**config.mk**
```make
export PLATFORM = sky130hd
export DESIGN_NAME = xlat_entry_port
export DESIGN_NICKNAME = d
export VERILOG_FILES = /design/src/rtl/xep_pkg.sv /design/src/rtl/xep_pack.sv /design/src/rtl/xep_unpack.sv /design/src/rtl/xep_store.sv /design/src/rtl/xlat_entry_port.sv
export SDC_FILE = /design/constraint.sdc
export NUM_CORES = 2
export LEC_CHECK = 0
export BUFFER_PORTS_ARGS = -buffer_cell sky130_fd_sc_hd__buf_2
export CAP_MARGIN = 5
export CELL_PAD_IN_SITES_DETAIL_PLACEMENT = 1
export CELL_PAD_IN_SITES_GLOBAL_PLACEMENT = 1
export CORE_MARGIN = 10
export CORE_UTILIZATION = 40
export DETAILED_ROUTE_END_ITERATION = 7
export GPL_ROUTABILITY_DRIVEN = 1
export PLACE_DENSITY = 0.7
export SETUP_SLACK_MARGIN = 0.2
export SLEW_MARGIN = 25
export SYNTH_ARGS = -nofsm -noshare
export SYNTH_HDL_FRONTEND = slang
export SYNTH_SLANG_ARGS = --single-unit
```
**constraint.sdc**
```tcl
create_clock -name clk -period 4 [get_ports clk]
set_input_delay 1 -clock clk [delete_from_list [all_inputs] [get_ports clk]]
set_output_delay 1 -clock clk [all_outputs]
set_load 0.005 [all_outputs]
```
**src/rtl/xep_pkg.sv**
```systemverilog
package xep_pkg;
  localparam int EPN_W     = 20;
  localparam int RLO_W     = 20;
  localparam int RHI_W     = 32;
  localparam int RPN_W     = RLO_W + RHI_W;
  localparam int PID_W     = 8;
  localparam int TSZ_W     = 4;
  localparam int ATTR_W    = 7;
  localparam int PERM_W    = 6;
  localparam int MIN_SHIFT = 10;
  localparam int BYTES_W   = MIN_SHIFT + 2 * ((1 << TSZ_W) - 1) + 1;

  // staging word field positions
  localparam int SEL_ARR_BIT = 4;
  localparam int SEL_WAY_LSB = 8;
  localparam int SEL_NV_LSB  = 16;
  localparam int TAG_VALID   = 31;
  localparam int TAG_PROT    = 30;
  localparam int TAG_PID_LSB = 16;
  localparam int TAG_TS      = 12;
  localparam int TAG_TSZ_LSB = 8;

  localparam logic [1:0] QUAL_ALWAYS = 2'd0;

  typedef struct packed {
    logic [EPN_W-1:0]   epn;
    logic [RPN_W-1:0]   rpn;
    logic [PID_W-1:0]   pid;
    logic [BYTES_W-1:0] bytes;
    logic               prot;
    logic [ATTR_W-1:0]  attr;
    logic               ts;
    logic [PERM_W-1:0]  perm;
  } entry_t;

  // size code -> byte count: 1024 * 4^code
  function automatic logic [BYTES_W-1:0] tsz_to_bytes(input logic [TSZ_W-1:0] code);
    return BYTES_W'(1) << (MIN_SHIFT + 2 * int'(code));
  endfunction

  // byte count -> size code; zero maps to code 0
  function automatic logic [TSZ_W-1:0] bytes_to_tsz(input logic [BYTES_W-1:0] b);
    logic [TSZ_W-1:0] r;
    r = '0;
    for (int i = 0; i < (1 << TSZ_W); i++) begin
      if (b == tsz_to_bytes(TSZ_W'(i))) r = TSZ_W'(i);
    end
    return r;
  endfunction
endpackage

```
**src/rtl/xep_pack.sv**
```systemverilog
module xep_pack
  import xep_pkg::*;
#(
  parameter logic [1:0]       VAR_SIZE = 2'b01,
  parameter logic [1:0]       PROT_OK  = 2'b10,
  parameter logic [TSZ_W-1:0] MIN_TSZ0 = 4'd1,
  parameter logic [TSZ_W-1:0] MIN_TSZ1 = 4'd2
) (
  input  logic              arr,
  input  logic [TSZ_W-1:0]  tsz_req,
  input  logic [PID_W-1:0]  pid,
  input  logic              prot_req,
  input  logic              ts,
  input  logic [EPN_W-1:0]  epn,
  input  logic [ATTR_W-1:0] attr,
  input  logic [RLO_W-1:0]  rpn_lo,
  input  logic [RHI_W-1:0]  rpn_hi,
  input  logic [PERM_W-1:0] perm,
  output entry_t            ent
);
  logic [TSZ_W-1:0] tsz_eff;

  always_comb begin
    if (VAR_SIZE[arr]) tsz_eff = tsz_req;
    else               tsz_eff = arr ? MIN_TSZ1 : MIN_TSZ0;

    ent       = '0;
    ent.epn   = epn;
    ent.rpn   = {rpn_hi, rpn_lo};
    ent.pid   = pid;
    ent.bytes = tsz_to_bytes(tsz_eff);
    ent.prot  = PROT_OK[arr] & prot_req;
    ent.attr  = attr;
    ent.ts    = ts;
    ent.perm  = perm;
  end
endmodule

```
**src/rtl/xep_unpack.sv**
```systemverilog
module xep_unpack
  import xep_pkg::*;
#(
  parameter int WAYS_W = 2
) (
  input  entry_t            ent,
  input  logic              arr,
  input  logic [WAYS_W-1:0] way,
  input  logic [WAYS_W-1:0] nv,
  output logic [31:0]       w_sel,
  output logic [31:0]       w_tag,
  output logic [31:0]       w_epn,
  output logic [31:0]       w_lo,
  output logic [31:0]       w_hi
);
  always_comb begin
    w_sel = '0;
    w_sel[SEL_ARR_BIT] = arr;
    w_sel[SEL_WAY_LSB +: WAYS_W] = way;
    w_sel[SEL_NV_LSB  +: WAYS_W] = nv;

    w_tag = '0;
    w_tag[TAG_VALID] = 1'b1;
    w_tag[TAG_PROT]  = ent.prot;
    w_tag[TAG_PID_LSB +: PID_W] = ent.pid;
    w_tag[TAG_TS]    = ent.ts;
    w_tag[TAG_TSZ_LSB +: TSZ_W] = bytes_to_tsz(ent.bytes);

    w_epn = {ent.epn, 5'b0, ent.attr};
    w_lo  = {ent.rpn[RLO_W-1:0], 6'b0, ent.perm};
    w_hi  = ent.rpn[RPN_W-1:RLO_W];
  end
endmodule

```
**src/rtl/xep_store.sv**
```systemverilog
module xep_store
  import xep_pkg::*;
#(
  parameter int WAYS = 4,
  localparam int WAYS_W = $clog2(WAYS),
  localparam int NENT   = 2 * WAYS
) (
  input  logic              clk,
  input  logic              rst_n,
  input  logic              we,
  input  logic              arr,
  input  logic [WAYS_W-1:0] way,
  input  entry_t            wdata,
  output entry_t            rdata
);
  entry_t [NENT-1:0] mem;
  logic   [NENT-1:0] hit;
  logic   [WAYS_W:0] idx;

  assign idx = {arr, way};

  for (genvar e = 0; e < NENT; e++) begin : g_hit
    assign hit[e] = we && (idx == (WAYS_W+1)'(e));
  end

  always_ff @(posedge clk) begin
    if (!rst_n) begin
      mem <= '0;
    end else begin
      for (int e = 0; e < NENT; e++) begin
        if (hit[e]) mem[e] <= wdata;
      end
    end
  end

  assign rdata = mem[idx];

  // without a commit no entry moves
  a_r5_hold_without_commit: assert property (@(posedge clk) disable iff (!rst_n)
    !we |=> $stable(mem));

  // a committed size is a single power of four at or above 1 KiB
  a_r3_size_pow4: assert property (@(posedge clk) disable iff (!rst_n)
    we |-> ($countones(wdata.bytes) == 1 && wdata.bytes[MIN_SHIFT-1:0] == '0));
endmodule

```
**src/rtl/xlat_entry_port.sv**
```systemverilog
module xlat_entry_port
  import xep_pkg::*;
#(
  parameter int               WAYS     = 4,
  parameter logic [1:0]       VAR_SIZE = 2'b01,
  parameter logic [1:0]       PROT_OK  = 2'b10,
  parameter logic [TSZ_W-1:0] MIN_TSZ0 = 4'd1,
  parameter logic [TSZ_W-1:0] MIN_TSZ1 = 4'd2
) (
  input  logic        clk,
  input  logic        rst_n,
  input  logic        reg_we,
  input  logic [2:0]  reg_addr,
  input  logic [31:0] reg_wdata,
  output logic [31:0] reg_rdata,
  input  logic        cmd_write,
  input  logic        cmd_read,
  output logic        busy,
  output logic        done
);
  localparam int WAYS_W = $clog2(WAYS);

  logic [31:0] sel_q, tag_q, epn_q, lo_q, hi_q;
  logic        busy_q, done_q, op_rd_q;
  logic [WAYS_W-1:0] nv_q;

  logic              cur_arr;
  logic [WAYS_W-1:0] cur_way;
  logic              commit;
  logic              load_stage;
  entry_t            wr_ent, rd_ent;
  logic [31:0]       u_sel, u_tag, u_epn, u_lo, u_hi;

  assign cur_arr    = sel_q[SEL_ARR_BIT];
  assign cur_way    = sel_q[SEL_WAY_LSB +: WAYS_W];
  assign commit     = busy_q && !op_rd_q && (sel_q[1:0] == QUAL_ALWAYS);
  assign load_stage = busy_q && op_rd_q;

  xep_pack #(
    .VAR_SIZE(VAR_SIZE), .PROT_OK(PROT_OK),
    .MIN_TSZ0(MIN_TSZ0), .MIN_TSZ1(MIN_TSZ1)
  ) u_pack (
    .arr      (cur_arr),
    .tsz_req  (tag_q[TAG_TSZ_LSB +: TSZ_W]),
    .pid      (tag_q[TAG_PID_LSB +: PID_W]),
    .prot_req (tag_q[TAG_PROT]),
    .ts       (tag_q[TAG_TS]),
    .epn      (epn_q[31:12]),
    .attr     (epn_q[ATTR_W-1:0]),
    .rpn_lo   (lo_q[31:12]),
    .rpn_hi   (hi_q),
    .perm     (lo_q[PERM_W-1:0]),
    .ent      (wr_ent)
  );

  xep_store #(.WAYS(WAYS)) u_store (
    .clk   (clk),
    .rst_n (rst_n),
    .we    (commit),
    .arr   (cur_arr),
    .way   (cur_way),
    .wdata (wr_ent),
    .rdata (rd_ent)
  );

  xep_unpack #(.WAYS_W(WAYS_W)) u_unpack (
    .ent   (rd_ent),
    .arr   (cur_arr),
    .way   (cur_way),
    .nv    (nv_q),
    .w_sel (u_sel),
    .w_tag (u_tag),
    .w_epn (u_epn),
    .w_lo  (u_lo),
    .w_hi  (u_hi)
  );

  always_ff @(posedge clk) begin
    if (!rst_n) begin
      sel_q <= '0; tag_q <= '0; epn_q <= '0; lo_q <= '0; hi_q <= '0;
      busy_q <= 1'b0; done_q <= 1'b0; op_rd_q <= 1'b0; nv_q <= '0;
    end else begin
      done_q <= busy_q;
      if (busy_q) begin
        busy_q <= 1'b0;
        if (load_stage) begin
          sel_q <= u_sel; tag_q <= u_tag; epn_q <= u_epn; lo_q <= u_lo; hi_q <= u_hi;
        end
        if (commit) nv_q <= nv_q + 1'b1;
      end else begin
        if (cmd_write || cmd_read) begin
          busy_q  <= 1'b1;
          op_rd_q <= !cmd_write;
        end
        if (reg_we) begin
          case (reg_addr)
            3'd0: sel_q <= reg_wdata;
            3'd1: tag_q <= reg_wdata;
            3'd2: epn_q <= reg_wdata;
            3'd3: lo_q  <= reg_wdata;
            3'd4: hi_q  <= reg_wdata;
            default: ;
          endcase
        end
      end
    end
  end

  always_comb begin
    case (reg_addr)
      3'd0:    reg_rdata = sel_q;
      3'd1:    reg_rdata = tag_q;
      3'd2:    reg_rdata = epn_q;
      3'd3:    reg_rdata = lo_q;
      3'd4:    reg_rdata = hi_q;
      default: reg_rdata = '0;
    endcase
  end

  assign busy = busy_q;
  assign done = done_q;

  // busy lasts one cycle and is followed by done
  a_r10_busy_one_cycle: assert property (@(posedge clk) disable iff (!rst_n)
    busy_q |=> (!busy_q && done_q));
  a_r10_done_after_busy: assert property (@(posedge clk) disable iff (!rst_n)
    done_q |-> $past(busy_q));
  // a finished read leaves the valid bit set in the tag word
  a_r8_read_valid: assert property (@(posedge clk) disable iff (!rst_n)
    (done_q && op_rd_q) |-> tag_q[TAG_VALID]);
  // the victim counter moves only on a committed write
  a_r9_nv_hold: assert property (@(posedge clk) disable iff (!rst_n)
    !commit |=> $stable(nv_q));
endmodule

```
---- After elaboration in Yosys (flattened, before gate mapping) ----
Index checks and enable logic that the tools add are counted.
storage, ports and cells
  memory bits (writable) .................. 0
  latch bits .............................. 0
  flip-flop bits (word level) ............. 1253
  logic and storage cells ................. 186
  output and inout bits ................... 34
  memories ................................ 0
  memory bits (read-only) ................. 0
  bits of input ports ..................... 40
cells by class
  shift operators ......................... 1
  bitwise gates (word level) .............. 3
  multipliers ............................. 0
  div/mod/pow operators ................... 0
  add/sub/neg operators ................... 2
  multiplexer cells ....................... 45
  eq/ne operators ......................... 27
  reduce and logical (&&, ||, !) cells .... 32
  magnitude comparators ................... 2
operators by type and width
  cell                                                                 number
  32-bit two-way mux                                                   20
  136-bit binary-select mux with 3-bit select                          1
  32-bit case mux with 5 select lines                                  1
  136-bit two-way mux                                                  1
  41-bit by 13-bit == test with 1-bit output, second input constant    1
  41-bit by 15-bit == test with 1-bit output, second input constant    1
  41-bit by 17-bit == test with 1-bit output, second input constant    1
  41-bit by 19-bit == test with 1-bit output, second input constant    1
  41-bit by 21-bit == test with 1-bit output, second input constant    1
  41-bit by 23-bit == test with 1-bit output, second input constant    1
  41-bit by 25-bit == test with 1-bit output, second input constant    1
  41-bit by 27-bit == test with 1-bit output, second input constant    1
  41-bit by 29-bit == test with 1-bit output, second input constant    1
  41-bit by 31-bit == test with 1-bit output, second input constant    1
  41-bit by 33-bit == test with 1-bit output, second input constant    1
  41-bit by 35-bit == test with 1-bit output, second input constant    1
  41-bit by 37-bit == test with 1-bit output, second input constant    1
  41-bit by 39-bit == test with 1-bit output, second input constant    1
  41-bit == test, second input constant                                1
  1-bit by 32-bit << shifter with 41-bit output, first input constant  1
  4-bit two-way mux                                                    9
  3-bit AND reduction                                                  6
  3-bit == test, second input constant                                 5
  3-bit by 2-bit == test with 1-bit output, second input constant      4
  19 further kinds                                                     49

---- Logic depth before layout (Yosys ltp) ----
  word-level depth ........................ 20
  gate-level depth with buffers ........... 12
  mapped depth without buffers ............ 8

---- Modules after synthesis ----
A second synthesis with hierarchy kept.
second synthesis, totals
  cells, all modules ...................... 6471
  area total of the unflattened synthesis .. 60712.0 um^2
by module, submodules not included
  module           sequential area each (um^2)  cells each  times used  area each (um^2)
  xep_store        21780.9                      5354        1           49957.9
  xlat_entry_port  3303.2                       747         1           8064.0
  xep_unpack       0.0                          225         1           1651.6
  xep_pack         0.0                          145         1           1038.5

---- Least setup slack after synthesis ----
OpenSTA, ideal clock, no wires.
  kind .................................... input port to output port
  start ................................... input reg_addr[1]
  end ..................................... output reg_rdata[0]
  slack ................................... 0.674 ns
  buffers on the path ..................... 2
  data required time ...................... 3.000 ns
  arrival ................................. 2.326 ns
  stages on the path ...................... 5
  cells stage by stage .................... clkbuf_1 > buf_1 > mux2i_1 > o21ai_0 > a221o_1
between the ends
  cells in the longest elaborated chain, start to end .. 2
  elaborated cells on any way between the ends .. 6
  those cells by class .................... eq/ne: 4; mux: 1; reduce/logical: 1
ends and longest elaborated chain
  item                                     RTL line                source
  from (decl)                              xlat_entry_port.sv:13   input logic [2:0] reg_addr,
  3-bit == test (tied with other cells)    xlat_entry_port.sv:110  case (reg_addr)
  32-bit case mux with 5 select lines (*)  xlat_entry_port.sv:110
  to (decl)                                xlat_entry_port.sv:15   output logic [31:0] reg_rdata,
Mark *: on every way between the ends. The rest lies on a longest branch, timed or not.

---- Worst setup path in the final report ----
  start ................................... input reg_addr[1]
  end ..................................... output reg_rdata[5]
Same word-level chain as after synthesis.

==> impl_metrics.py <==
metrics = {
    "status": {
        "status": "finished, final reports clean",
    },
    "timing": {
        "worstMarginPinSlew_ns": 0.9800,
        "fin_crit_sh": 0.9292,
        "setup_viol": 0,
        "rsz0062_at_grt": "no",
        "slew_headroom": 0.3467,
        "post-route-min-period_ns": 3.717,
        "finalClockSkew_ns": 0.02704,
        "max_freq_mhz": 269.1,
        "tns_ns": 0,
        "hold_viol": 0,
        "finalMaxSlewViolations": 0,
    },
    "logic_synthesis": {
        "synth_nets": 5561,
        "synth.top_cells.by_area": "dfxtp_1 48%, nand2_1 15%, a21oi_1 11%",
        "ys.warnings.count": 0,
        "ys_types": 75,
        "synthSimpleGateAreaFrac": 0.2094,
        "synth-xor-area-share": 0.0009555,
        "syn_area_sq_um": 45830,
        "muxShareOfSynthArea": 0.1127,
        "synth_top_family_by_area": "simple AND/OR/NAND/NOR gates",
        "ys_seq_area_frac": 0.4774,
        "ys_ff_latch": 1093,
        "synth_compound_area_frac": 0.1492,
        "synth_top_area_frac": 0.4774,
        "yosysTopAreaCell": "dfxtp_1",
        "postSynthCellCount": 5521,
        "avgSynthCellArea_sq_um": 8.302,
        "synth_edf_count": 0,
        "synthAdderAreaFrac": 0,
        "synthFlopType": "dfxtp_1",
        "async_reset_ff_frac": 0,
    },
    "setup_path": {
        "required_ns": 3.00,
        "cp-endpoint": "reg_rdata[5]",
        "path_class": "input port to output port",
        "critPathLaunchType": "input port",
        "r2r_end": "tag_q[9]",
        "cp.arrival_ns": 2.72,
        "critPathMaxFanout": 26,
        "r2r_setup_slack_ns": 0.82,
        "worstSetupEndpointType": "output port",
        "startpoint": "reg_addr[1]",
        "r2r_start": "sel_q[8]",
        "r2r_cells": 8,
    },
    "clocking": {
        "cts_tree": "done",
        "cts_buffer_depth": 3,
        "root_buffer": "clkbuf_16",
        "clkSlewWorstSetupHoldPaths_ns": 0.06,
        "clk_latency_ns": 0.72,
        "post_cts_buffers": 0,
        "holdBufCountCts": 0,
        "cts_made_buffers": 119,
        "cts.sinks": 1093,
        "cts-resized-gates": 0,
        "htreeDepth": 3,
    },
    "finish": {
        "drive_above_1_share": 0.1168,
        "utilization": 0.4515,
        "mostFrequentLayoutCell": "nand2_1",
        "syn_to_final_growth_pct": 12.33,
        "stdcell_area_sq_um": 51490,
        "fill_cells": 13270,
        "final_cells": 6865,
        "mostFrequentLayoutCells": "1832 x nand2_1, 1089 x dfxtp_1, 972 x a21oi_1",
        "nets": 5296,
    },
    "routing": {
        "num_vias": 40500,
        "vias_per_cell": 5.899,
        "wl_per_cell_microns": 24.28,
        "drt.antenna.violating_nets": 0,
        "drt_iter0_markers": 3509,
        "dr.pass1.iters": 6,
        "drc": 0,
        "routed_wl_mm": 166.7,
    },
    "global_route": {
        "grt_pass1_vias": 41090,
        "grt_util_met3": 0.03905,
        "gr-total-overflow": 0,
        "grt_usage": 0.2526,
        "grt_pass1_wl_mm": 254.7,
        "use_met1": 0.3414,
        "met2_usage": 0.4172,
        "antenna_found_initial": 6,
        "grt_max_degree": 118,
        "grt.busiest_layer": "met2",
    },
    "power": {
        "pwr-share-comb": 0.046,
        "power.share.clock": 0.487,
        "power_switching_uw": 5652,
        "p_leak_uw": 0.01679,
        "max-vdd-ir-drop_mv": 0.4134,
        "p_int_uw": 18120,
        "power_density_nw_per_um2": 461.8,
        "netSwitchingFraction": 0.2377,
        "pwr-share-seq": 0.467,
    },
    "die": {
        "die_h_microns": 358.5,
        "die_width_microns": 358.5,
        "rows": 124,
        "core_area_sq_um": 114000,
        "die_area_sq_um": 128500,
        "pin_count": 74,
        "initial_core_util": 0.4019,
    },
    "worst_hold_path": {
        "hold_path.class": "register to register",
        "hold_depth": 2,
    },
    "placed_design": {
        "port_buffers": 73,
        "dpl_cell_area_sq_um": 47390,
        "dp_hpwl_mm": 90.50,
        "place.gp.congestion": 0.8326,
        "dp_cells": 6647,
    },
    "flow_run": {
        "cap_viol_max_count": 0,
    },
}
-- layer usage --
layer,share of wire,vias to the layer above,routed length [microns]
met3,0.062,292,10360
met5,0.00019,-,32
met2,0.47,1195,77910
met1,0.45,20790,74250
li1,-,18220,-
met4,0.025,6,4128
-- power by group through the flow --
stage	Sequential, uW	Combinational, uW	Clock, uW
after floorplan	11200	703	0
after global placement	11300	1060	0
after detailed placement	11300	1070	0
after CTS	11100	1070	11800
after global routing	11100	1150	12200
final	11100	1090	11600
-- sequential cells by signal, indices dropped and copies added, names as in the netlist --
name,flops
u_store.mem,928
epn_q,32
hi_q,32
lo_q,32
sel_q,32
tag_q,32
nv_q,2
busy,1
done,1
op_rd_q,1
-- cell usage after synthesis (3+ instances only) --
cell type,instances
buf_6,7
and2_1,4
buf_1,19
nor2b_1,8
mux4_2,197
nor3b_1,17
nor2_1,224
nand4_1,4
xnor2_1,3
and3_1,107
o211ai_1,4
dfxtp_1,1093
or3b_1,3
a31oi_1,14
mux2_2,4
o21ai_0,35
buf_2,61
a211oi_1,11
nor4_1,8
o32ai_1,3
nand2b_1,7
a21oi_1,974
mux2i_1,55
o22ai_1,9
nor3_1,15
a311oi_1,98
a211o_1,3
nand2_1,1842
a22oi_1,3
a221o_1,33
nand4b_1,3
clkbuf_1,472
nand3_1,114
buf_4,3
mux2_1,8
inv_1,4
-- stage by stage --
stage               power, uW  hold slack, ns  setup WS (ns)
floorplan               11910          0.4320         0.6741
global placement        12400          0.4382         0.4367
detailed placement      12420          0.4448         0.3597
CTS                     23930          0.4531         0.3542
global route            24450          0.4639         0.2769
finish                  23770          0.4515         0.2832
-- worst max-delay path, cell delays in order --
cell     delay, ns
buf_4         0.33
inv_1         0.18
nor3_2        0.34
buf_12        0.26
a221o_1       0.39
buf_2         0.19
-- area by class of cell --
| type | count | area, sq um | area share |
|---|---|---|---|
| antenna | 1 | 2.502 | 0.00004860 |
| clock buffer | 175 | 3521 | 0.06839 |
| tap | 1512 | 1892 | 0.03674 |
| sequential | 1093 | 21900 | 0.4253 |
| inverter | 6 | 35.03 | 0.0006805 |
| multi-input combinational | 3858 | 21850 | 0.4245 |
| clock inverter | 42 | 575.6 | 0.01118 |
| timing repair buffer | 178 | 1710 | 0.03322 |
-- kinds of logic (layout without fill, tap and decap cells) --
family	Yosys count	count (layout)
XOR/XNOR	5	5
multiplexers	266	266
buffers and inverters	570	401
AND/OR/NAND/NOR	2373	2373
other	0	1
AO/OA/AOI/OAI	1214	1214
flip-flops	1093	1093
-- how the worst min path moves through the flow --
stage | from | to | slack, ns
after floorplan | u_store.mem[449] | u_store.mem[449] | 0.43
after global placement | u_store.mem[653] | u_store.mem[653] | 0.44
after detailed placement | u_store.mem[449] | u_store.mem[449] | 0.44
after CTS | u_store.mem[449] | u_store.mem[449] | 0.45
after global routing | u_store.mem[918] | u_store.mem[918] | 0.46
final | u_store.mem[449] | u_store.mem[449] | 0.45
No activity file was read; power rests on OpenSTA's default activity.
